===== config.mk =====
export PLATFORM = sky130hd
export DESIGN_NAME = pidw_core
export DESIGN_NICKNAME = d
export VERILOG_FILES = /design/src/rtl/pidw_pkg.sv /design/src/rtl/pidw_coef_bank.sv /design/src/rtl/pidw_booth_dmac.sv /design/src/rtl/pidw_sequencer.sv /design/src/rtl/pidw_core.sv
export SDC_FILE = /design/constraint.sdc
export NUM_CORES = 2
export LEC_CHECK = 0
export CAP_MARGIN = 40
export CORE_MARGIN = 8
export CORE_UTILIZATION = 40
export CTS_BUF_LIST = sky130_fd_sc_hd__clkbuf_8
export DETAILED_ROUTE_END_ITERATION = 16
export MAX_ROUTING_LAYER = met4
export SETUP_SLACK_MARGIN = 0.02
export SYNTH_ARGS = -nofsm -noshare
export SYNTH_HDL_FRONTEND = slang
export SYNTH_SLANG_ARGS = --single-unit

===== constraint.sdc =====
create_clock -name clk -period 10.85 [get_ports clk]
set_clock_uncertainty 0.05 [all_clocks]
set_input_delay 1.6275 -clock clk [delete_from_list [all_inputs] [get_ports clk]]
set_output_delay 1.6275 -clock clk [all_outputs]
set_load 0.02 [all_outputs]

===== src/rtl/pidw_pkg.sv =====
package pidw_pkg;

  typedef enum logic [2:0] {
    PH_IDLE,
    PH_PROP,
    PH_INTG,
    PH_DERV,
    PH_FIN
  } phase_t;

  localparam int NCOEF = 5;

  // coefficient slots; the host address equals the slot index
  localparam int K_REF   = 0;  // setpoint weight
  localparam int K_MEAS  = 1;  // measurement weight
  localparam int K_INTG  = 2;  // integral gain
  localparam int K_DPOLE = 3;  // derivative pole
  localparam int K_DGAIN = 4;  // derivative gain

  localparam logic [1:0] MODE_P  = 2'b00;
  localparam logic [1:0] MODE_PI = 2'b01;

  function automatic logic mode_has_i(input logic [1:0] m);
    return m != MODE_P;
  endfunction

  function automatic logic mode_has_d(input logic [1:0] m);
    return m[1];
  endfunction

endpackage


===== src/rtl/pidw_coef_bank.sv =====
module pidw_coef_bank
  import pidw_pkg::*;
#(
  parameter int N  = 16,
  parameter int AW = 3
) (
  input  logic                       clk,
  input  logic                       rst,
  input  logic                       cs,
  input  logic                       we,
  input  logic [AW-1:0]              addr,
  input  logic [N-1:0]               wdata,
  output logic [N-1:0]               rdata,
  output logic [NCOEF-1:0][N-1:0]    coefs
);

  logic [NCOEF-1:0][N-1:0] bank;
  logic [N-1:0]            rd_mux;

  for (genvar g = 0; g < NCOEF; g++) begin : g_slot
    always_ff @(posedge clk) begin
      if (rst)
        bank[g] <= '0;
      else if (cs && we && addr == AW'(g))
        bank[g] <= wdata;
    end
  end

  always_comb begin
    rd_mux = '0;
    for (int i = 0; i < NCOEF; i++)
      if (addr == AW'(i)) rd_mux = bank[i];
  end

  always_ff @(posedge clk) begin
    if (rst)
      rdata <= '0;
    else if (cs && !we)
      rdata <= rd_mux;
  end

  assign coefs = bank;

endmodule


===== src/rtl/pidw_booth_dmac.sv =====
module pidw_booth_dmac #(
  parameter int N  = 16,
  parameter int MW = 34,
  localparam int ACCW = N + MW + 1,
  localparam int CW   = $clog2(MW)
) (
  input  logic                   clk,
  input  logic                   rst,
  input  logic                   go,
  input  logic signed [N-1:0]    x,
  input  logic signed [N-1:0]    t,
  input  logic [MW-1:0]          yv,
  input  logic [MW-1:0]          zv,
  output logic                   busy,
  output logic                   vld,
  output logic signed [ACCW-1:0] acc
);

  logic signed [N-1:0] x_r, t_r;
  logic [MW:0]         ysh, zsh;
  logic [CW-1:0]       cnt;

  // pair = {current bit, next lower bit}; digit = lower - current
  function automatic logic signed [ACCW-1:0] booth_term(input logic [1:0] pair,
                                                         input logic signed [N-1:0] m);
    logic signed [ACCW-1:0] me;
    me = {{(ACCW-N){m[N-1]}}, m};
    case (pair)
      2'b01:   return me;
      2'b10:   return -me;
      default: return '0;
    endcase
  endfunction

  always_ff @(posedge clk) begin
    if (rst) begin
      busy <= 1'b0;
      vld  <= 1'b0;
      acc  <= '0;
      cnt  <= '0;
      x_r  <= '0;
      t_r  <= '0;
      ysh  <= '0;
      zsh  <= '0;
    end else begin
      vld <= 1'b0;
      if (go && !busy) begin
        x_r  <= x;
        t_r  <= t;
        ysh  <= {yv, 1'b0};
        zsh  <= {zv, 1'b0};
        acc  <= '0;
        cnt  <= CW'(MW - 1);
        busy <= 1'b1;
      end else if (busy) begin
        acc <= (acc <<< 1) + booth_term(ysh[MW:MW-1], x_r)
                           + booth_term(zsh[MW:MW-1], t_r);
        ysh <= ysh << 1;
        zsh <= zsh << 1;
        if (cnt == '0) begin
          busy <= 1'b0;
          vld  <= 1'b1;
        end else begin
          cnt <= cnt - 1'b1;
        end
      end
    end
  end

endmodule


===== src/rtl/pidw_sequencer.sv =====
module pidw_sequencer
  import pidw_pkg::*;
#(
  parameter int N  = 16,
  parameter int NF = 12,
  parameter int UW = 34,
  localparam int ACCW = N + UW + 1
) (
  input  logic                    clk,
  input  logic                    rst,
  input  logic                    start,
  input  logic [1:0]              mode,
  input  logic [N-1:0]            sp,
  input  logic [N-1:0]            meas,
  input  logic [NCOEF-1:0][N-1:0] coefs,
  input  logic                    vld,
  input  logic signed [ACCW-1:0]  acc,
  output logic                    go,
  output logic signed [N-1:0]     x_op,
  output logic signed [N-1:0]     t_op,
  output logic [UW-1:0]           y_op,
  output logic [UW-1:0]           z_op,
  output logic signed [UW-1:0]    u_out,
  output logic                    done,
  output logic                    busy
);

  phase_t phase;
  logic [1:0]           mode_q;
  logic [N-1:0]         sp_q, meas_q, sp_prev, meas_prev;
  logic signed [UW-1:0] i_st, d_st, p_res, i_new, d_new;
  logic signed [ACCW-1:0] acc_sh;
  logic signed [UW-1:0]   scaled, i_term, d_term;

  function automatic logic signed [UW-1:0] sx(input logic [N-1:0] v);
    return {{(UW-N){v[N-1]}}, v};
  endfunction

  assign acc_sh = acc >>> NF;
  assign scaled = acc_sh[UW-1:0];
  assign busy   = (phase != PH_IDLE);
  assign i_term = mode_has_i(mode_q) ? i_new : '0;
  assign d_term = mode_has_d(mode_q) ? d_new : '0;

  always_comb begin
    x_op = '0;
    t_op = '0;
    y_op = '0;
    z_op = '0;
    case (phase)
      PH_PROP: begin
        x_op = coefs[K_REF];
        t_op = coefs[K_MEAS];
        y_op = sx(sp_q);
        z_op = sx(meas_q);
      end
      PH_INTG: begin
        x_op = coefs[K_INTG];
        y_op = sx(sp_prev) - sx(meas_prev);
      end
      PH_DERV: begin
        x_op = coefs[K_DPOLE];
        t_op = coefs[K_DGAIN];
        y_op = d_st;
        z_op = sx(meas_q) - sx(meas_prev);
      end
      default: ;
    endcase
  end

  always_ff @(posedge clk) begin
    if (rst) begin
      phase     <= PH_IDLE;
      go        <= 1'b0;
      done      <= 1'b0;
      mode_q    <= '0;
      sp_q      <= '0;
      meas_q    <= '0;
      sp_prev   <= '0;
      meas_prev <= '0;
      i_st      <= '0;
      d_st      <= '0;
      p_res     <= '0;
      i_new     <= '0;
      d_new     <= '0;
      u_out     <= '0;
    end else begin
      go   <= 1'b0;
      done <= 1'b0;
      case (phase)
        PH_IDLE: if (start) begin
          mode_q <= mode;
          sp_q   <= sp;
          meas_q <= meas;
          go     <= 1'b1;
          phase  <= PH_PROP;
        end
        PH_PROP: if (vld) begin
          p_res <= scaled;
          go    <= 1'b1;
          phase <= PH_INTG;
        end
        PH_INTG: if (vld) begin
          i_new <= i_st + scaled;
          go    <= 1'b1;
          phase <= PH_DERV;
        end
        PH_DERV: if (vld) begin
          d_new <= scaled;
          phase <= PH_FIN;
        end
        PH_FIN: begin
          u_out     <= p_res + i_term + d_term;
          i_st      <= i_new;
          d_st      <= d_new;
          sp_prev   <= sp_q;
          meas_prev <= meas_q;
          done      <= 1'b1;
          phase     <= PH_IDLE;
        end
        default: phase <= PH_IDLE;
      endcase
    end
  end

endmodule


===== src/rtl/pidw_core.sv =====
module pidw_core
  import pidw_pkg::*;
#(
  parameter int N  = 16,
  parameter int NF = 12,
  parameter int AW = 3,
  localparam int UW   = 2 * N + 2,
  localparam int ACCW = N + UW + 1,
  localparam int LAT  = 3 * UW + 7
) (
  input  logic          clk,
  input  logic          rst,
  input  logic          start,
  input  logic [1:0]    mode,
  input  logic [N-1:0]  sp,
  input  logic [N-1:0]  meas,
  input  logic          host_cs,
  input  logic          host_we,
  input  logic [AW-1:0] host_addr,
  input  logic [N-1:0]  host_wdata,
  output logic [N-1:0]  host_rdata,
  output logic [UW-1:0] u_out,
  output logic          done
);

  logic [NCOEF-1:0][N-1:0] coefs;
  logic                    go, vld, busy, mac_busy;
  logic signed [N-1:0]     x_op, t_op;
  logic [UW-1:0]           y_op, z_op;
  logic signed [ACCW-1:0]  dmac_acc;
  logic signed [UW-1:0]    u_s;

  pidw_coef_bank #(.N(N), .AW(AW)) u_bank (
    .clk(clk), .rst(rst), .cs(host_cs), .we(host_we), .addr(host_addr),
    .wdata(host_wdata), .rdata(host_rdata), .coefs(coefs)
  );

  pidw_booth_dmac #(.N(N), .MW(UW)) u_dmac (
    .clk(clk), .rst(rst), .go(go), .x(x_op), .t(t_op), .yv(y_op), .zv(z_op),
    .busy(mac_busy), .vld(vld), .acc(dmac_acc)
  );

  pidw_sequencer #(.N(N), .NF(NF), .UW(UW)) u_seq (
    .clk(clk), .rst(rst), .start(start), .mode(mode), .sp(sp), .meas(meas),
    .coefs(coefs), .vld(vld), .acc(dmac_acc), .go(go),
    .x_op(x_op), .t_op(t_op), .y_op(y_op), .z_op(z_op),
    .u_out(u_s), .done(done), .busy(busy)
  );

  assign u_out = u_s;

endmodule


# [Yosys cells after proc, flatten, opt, wreduce, memory -nomap -nowiden]
# Index checks and enable logic that the tools add are counted.
[op_classes] n_addsub=10 n_eq_ne=17 n_mux=39 bitwise_logic=2 n_reduce_logical=25
[ops] op="$mux 46" n=6
[ops] op="$pmux 46 s2" n=2
[ops] op="$mux 35" n=4
[ops] op="$add 34x34->34" n=3
[ops] op="$pmux 34 s3" n=1
[ops] op="$add 46x46->46" n=2
[ops] op="$neg 16->46" n=2
[ops] op="$mux 16" n=5
[ops] op="$mux 34" n=2
[ops] op="$pmux 34 s2" n=1
[ops] op="$pmux 16 s3" n=1
[ops] op="$sub 16x16->17" n=2
[ops] op="$pmux 16 s2" n=1
[ops] op="$mux 6" n=3
[ops] op="$eq 3x2->1 const B" n=4
[ops] op="$mux 3" n=4
[ops] op="$pmux 3 s4" n=1
[ops] op="$reduce_and 2->1" n=6
[ops] op="$logic_and 1x1->1" n=8
[ops] op="$ne 2x2->1 const B" n=4
[ops] op="$mux 1" n=7
[ops] op="$eq 3x1->1 const B" n=2
[ops] op="$eq 3x3->1 const B" n=2
[ops] op="$logic_not 3->1" n=2
[ops] op="other kinds (12)" n=18
[totals] reg_bits=525 out_inout_bits=51 elab_cells=122

# [Logic depth before layout (Yosys ltp)]
[logic_depth] word_depth=7 mapped_depth=25 depth_no_buf=25

# [Hierarchy]
# A second synthesis with hierarchy kept.
[unflattened] hier_cells=4170 hier_area_um2=32936.6
[by_module_without_submodules] mod="pidw_sequencer" instances=1 cells_per_inst=2220 area_each_um2=16898.7
[by_module_without_submodules] mod="pidw_booth_dmac" instances=1 cells_per_inst=1461 area_each_um2=11544.8
[by_module_without_submodules] mod="pidw_coef_bank" instances=1 cells_per_inst=489 area_each_um2=4493.1

# [Worst setup path after synthesis]
# OpenSTA, ideal clock, no wires.
[synth_timing] path_kind="register to register" from="register u_dmac.x_r[0]" to="register u_dmac.acc[38]" setup_ps=125 arrival_ps=5924 path_slack_ps=4751 path_stages_with_launch=26 n_path_buf=0 cell_sequence="dfxtp_1 -> inv_1 -> ha_1 -> nand2_1 -> or3_4 -> or3_4 -> or3_4 -> or3_1 -> or3_4 -> or3_1 -> ha_1 -> o21ai_0 -> nand2b_1 -> fa_1 -> inv_1 -> ha_1 -> a21oi_1 -> o21ai_0 -> or4_1 -> a21o_1 -> a211o_1 -> a221o_1 -> a31o_2 -> a21oi_1 -> xor2_1 -> o21ai_1"
[synth_between] elab_chain_cells=7
[synth_lines] element="from (decl)" line="pidw_booth_dmac.sv:19" text="logic signed [N-1:0] x_r, t_r;"
[synth_lines] element="from (signal assigned)" line="pidw_booth_dmac.sv:41" text="x_r <= '0;"
[synth_lines] element="from (signal assigned)" line="pidw_booth_dmac.sv:48" text="x_r <= x;"
[synth_lines] element="$neg 16->46" line="pidw_booth_dmac.sv:30" text="2'b10: return -me;"
[synth_lines] element="$pmux 46 s2 (*)" line="pidw_booth_dmac.sv:28" text="case (pair)"
[synth_lines] element="$mux 46 (*)" line="pidw_booth_dmac.sv:55" text="end else if (busy) begin"
[synth_lines] element="$mux 46 (*)" line="pidw_booth_dmac.sv:47" text="if (go && !busy) begin"
[synth_lines] element="$mux 46 (*)" line="pidw_booth_dmac.sv:36" text="if (rst) begin"
[synth_lines] element="$add 46x46->46 (*)" line="pidw_booth_dmac.sv:56" text="acc <= (acc <<< 1) + booth_term(ysh[MW:MW-1], x_r)"
[synth_lines] element="$add 46x46->46 (*)" line="pidw_booth_dmac.sv:57" text="+ booth_term(zsh[MW:MW-1], t_r);"
[synth_lines] element="to (signal assigned)" line="pidw_booth_dmac.sv:56"
[synth_lines] element="to (decl)" line="pidw_booth_dmac.sv:16" text="output logic signed [ACCW-1:0] acc"
# Every way passes the cells marked *; elsewhere a longest branch is shown, timed or not. The select of a mux whose other input is x is not followed.
# A chain may end at the register's enable or synchronous reset.

# [Final worst setup path]
[layout_timing] from="register u_dmac.t_r[0]" to="register u_dmac.acc[39]"
[layout_between] elab_chain_cells=6
[layout_lines] element="from (decl)" line="pidw_booth_dmac.sv:19"
[layout_lines] element="from (signal assigned)" line="pidw_booth_dmac.sv:49" text="t_r <= t;"
[layout_lines] element="$neg 16->46" line="pidw_booth_dmac.sv:30"
[layout_lines] element="$pmux 46 s2 (*)" line="pidw_booth_dmac.sv:28"
[layout_lines] element="$mux 46 (*)" line="pidw_booth_dmac.sv:55"
[layout_lines] element="$mux 46 (*)" line="pidw_booth_dmac.sv:47"
[layout_lines] element="$mux 46 (*)" line="pidw_booth_dmac.sv:36"
[layout_lines] element="$add 46x46->46 (*)" line="pidw_booth_dmac.sv:57"
# Marks and branches as above.

==> flow_summary.toml <==
[setup_path]
crit_required_ns = 11.35
crit_slowest_cell = "or4_1"
endpoint_kind = "flop"
crit_arrival_ns = 7.10
reg2reg_slack_ns = 4.26
critPathLaunchType = "flop"
reg2reg_from = "u_dmac.t_r[0]"
path_common_cell = "or3_1"
timing.rr.end = "u_dmac.acc[39]"
worstPathMaxFanout = 7
r2r_cells = 25
slowest_delay_ns = 0.53
critPathKind = "flop to flop"

[final_layout]
utilization_pct = 45.20
syn2layout_area_growth_pct = 12.36
drive_gt1_share_pct = 6.324
finalInstanceArea_mm2 = 0.03484
final_cells = 5184
nNetsFinal = 4370
fill_cells = 7849

[synth]
synth_largest_area_cell = "dfxtp_1"
synth_area_mm2 = 0.03101
synth_top_cell_area_share_pct = 33.89
avgSynthCellArea_um2 = 7.625
async_flop_share_pct = 0
synthTopCellsByArea = "dfxtp_1 34%, nand2_1 11%, a21oi_1 8.4%, ha_1 6.2%, fa_1 5.3%"
synth_ff_type = "dfxtp_1"
syn_nets = 4361
synth_warnings = 0
synth.most_common_cell = "nand2_1"
yosys-top-cells-count = "884 x nand2_1, 525 x dfxtp_1, 522 x a21oi_1"
synth-seq-cells = 525
netlist_instances = 4067
synth_edf_count = 0
ys_seq_area_share_pct = 33.89
ys_types = 85

[placement]
placed_area_mm2 = 0.03301
io_buffer_count = 108
placed_cells = 5022
dp_hpwl_um = 65420
dp_slack_ns = 4.277
place_congestion = 0.8984

[clock_network]
cts_tree = "built"
insertion_delay_ns = 0.71
post_cts_resized = 0
cts_root_buf = "clkbuf_8"
cts-buffers-inserted = 92
post_cts_buffers = 0
cts_buffer_depth = 3
cts.hold.buffers_added = 0
cts.clk_slew.worst_paths_ns = 0.06
h-tree-depth = 3
cts.sinks = 525

[timing]
setup_slack_ns = 4.256
fin_crit_sh_pct = 60.78
hold_viol = 0
fmax_mhz = 151.6
max_slew.worst_pin.slew_ns = 0.8923
setup_viol = 0
rsz0062_at_grt = "false"
fin_crit_ns = 6.594
drv_slew = 0
relSlewSlack_pct = 40.37
fin_setup_tns_ns = 0
whs_ns = 0.3989

[pwr]
total_power_mw = 4.276
p_leak_nw = 13.78
ir_drop_mv = 0.07897
powerDensity_mw_per_mm2 = 122.7

[floorplanning]
die_x_um = 294.4
core_mm2 = 0.07708
start_util_pct = 40.23
io_pins = 109
rows = 102
fp.dieH_um = 294.4
die-area_mm2 = 0.08669

[status]
status = "complete, no violations"

[routing]
routed_wl_um = 93310
post_drt_wl_per_cell_um = 18.00
drt-initial-drc-count = 1790
vias_per_cell = 5.389
via_count = 27940
dr.pass1.iters = 5
postRouteAntennaNets = 0
drc = 0

[grt]
grt_use_met1_pct = 28.02
grt.met3_usage_pct = 3.042
grt_start_max_net_pins = 124
overflow = 0
grt_pass1_vias = 25950
grt_pass1_wl_um = 145300
gr-usage-met2_pct = 33.68
grtUsageTotal_pct = 21.32
antenna_found_initial = 3
grt-busiest-layer = "met2"

[worst_hold_path]
hold_depth = 2
hp-start = "u_seq.u_out[18]"
hold_path.class = "flop to flop"
holdPathEnd = "u_seq.u_out[18]"

[job]
drv_cap = 0
==> how the worst max path moves through the flow <==
stage                     slack [ns]  depth (start not counted)        endpoint     startpoint
final                           4.26                         25  u_dmac.acc[39]  u_dmac.t_r[0]
after global routing            3.80                         25  u_dmac.acc[39]  u_dmac.t_r[0]
after CTS                       4.25                         25  u_dmac.acc[39]  u_dmac.t_r[0]
after detailed placement        4.28                         25  u_dmac.acc[39]  u_dmac.t_r[0]
after global placement          4.30                         25  u_dmac.acc[39]  u_dmac.t_r[0]
after floorplan                 4.75                         25  u_dmac.acc[38]  u_dmac.x_r[0]
==> final cells by class <==
cell class              instances  area, um2  share of cell area (%)
inverters                     300       1126                   3.232
flip-flops and latches        525      10520                   30.18
repair buffers                157       1569                   4.503
diodes                          1      2.502                0.007182
well taps                    1040       1301                   3.735
multi-input cells            3000      18500                   53.10
clock buffers                 112       1541                   4.424
clock inverters                49      287.8                  0.8259
==> where the power goes <==
part | total, mW | internal (mW) | leakage (nW) | switching [mW]
Combinational | 0.435 | 0.154 | 8.47 | 0.281
Sequential | 2.00 | 1.97 | 4.25 | 0.0347
Clock | 1.84 | 0.978 | 1.06 | 0.860
Total | 4.28 | 3.10 | 13.8 | 1.18
==> kinds of logic (layout without fill, tap and decap cells) <==
| family | after synthesis | in the layout | share of synthesized area, % |
|---|---|---|---|
| adders and majority gates | 236 | 236 | 11.51 |
| muxes | 63 | 63 | 2.312 |
| other | 0 | 1 | 0 |
| DFF | 525 | 525 | 33.89 |
| AOI/OAI and AO/OA | 1085 | 1085 | 21.54 |
| and+or+nand+nor | 1491 | 1491 | 20.56 |
| xor gates and xnor gates | 125 | 125 | 3.531 |
| buffers and inverters | 542 | 618 | 6.657 |
==> layout by cell type, fill, tap and decap left out, drive strengths merged, types with 9 or more instances in the layout <==
| cell type | n |
|---|---|
| o21a | 17 |
| dfxtp | 525 |
| nor2 | 292 |
| a21o | 97 |
| o221ai | 14 |
| fa | 82 |
| mux2i | 39 |
| a2111oi | 11 |
| or2 | 12 |
| clkdlybuf4s50 | 107 |
| clkbuf | 112 |
| nor3 | 76 |
| a311oi | 9 |
| xnor2 | 82 |
| and2 | 20 |
| nand2 | 884 |
| or3 | 29 |
| a22oi | 38 |
| o21ai | 152 |
| nand4 | 14 |
| nand2b | 50 |
| mux2 | 19 |
| a21oi | 522 |
| o21bai | 24 |
| nor3b | 20 |
| a211oi | 57 |
| a221oi | 37 |
| ha | 154 |
| nor2b | 21 |
| nand3 | 33 |
| and3 | 15 |
| o31ai | 11 |
| buf | 50 |
| xor2 | 43 |
| a31oi | 22 |
| inv | 336 |
==> registers in the layout, indices dropped and copies added (netlist names), 34 cells and up <==
signal	flops
u_seq.d_st	34
u_seq.i_new	34
u_seq.u_out	34
u_dmac.acc	46
u_seq.d_new	34
u_seq.p_res	34
u_dmac.ysh	34
u_dmac.zsh	34
u_bank.coefs	80
u_seq.i_st	34
==> worst max-delay path, delay by kind of cell, from the launching register on <==
family | cells | cell delay, ns
AOI/OAI and AO/OA | 8 | 1.56
xor gates and xnor gates | 1 | 0.15
adders and majority gates | 4 | 1.36
buffers and inverters | 2 | 0.14
DFF | 1 | 0.31
and+or+nand+nor | 10 | 2.89
==> layer usage <==
metal | up-vias | wire length [um]
met1 | 13180 | 42440
met4 | 0 | 3021
met2 | 784 | 42680
li1 | 13810 | -
met5 | - | 0
met3 | 170 | 5162
No activity file was read; power rests on OpenSTA's default activity.
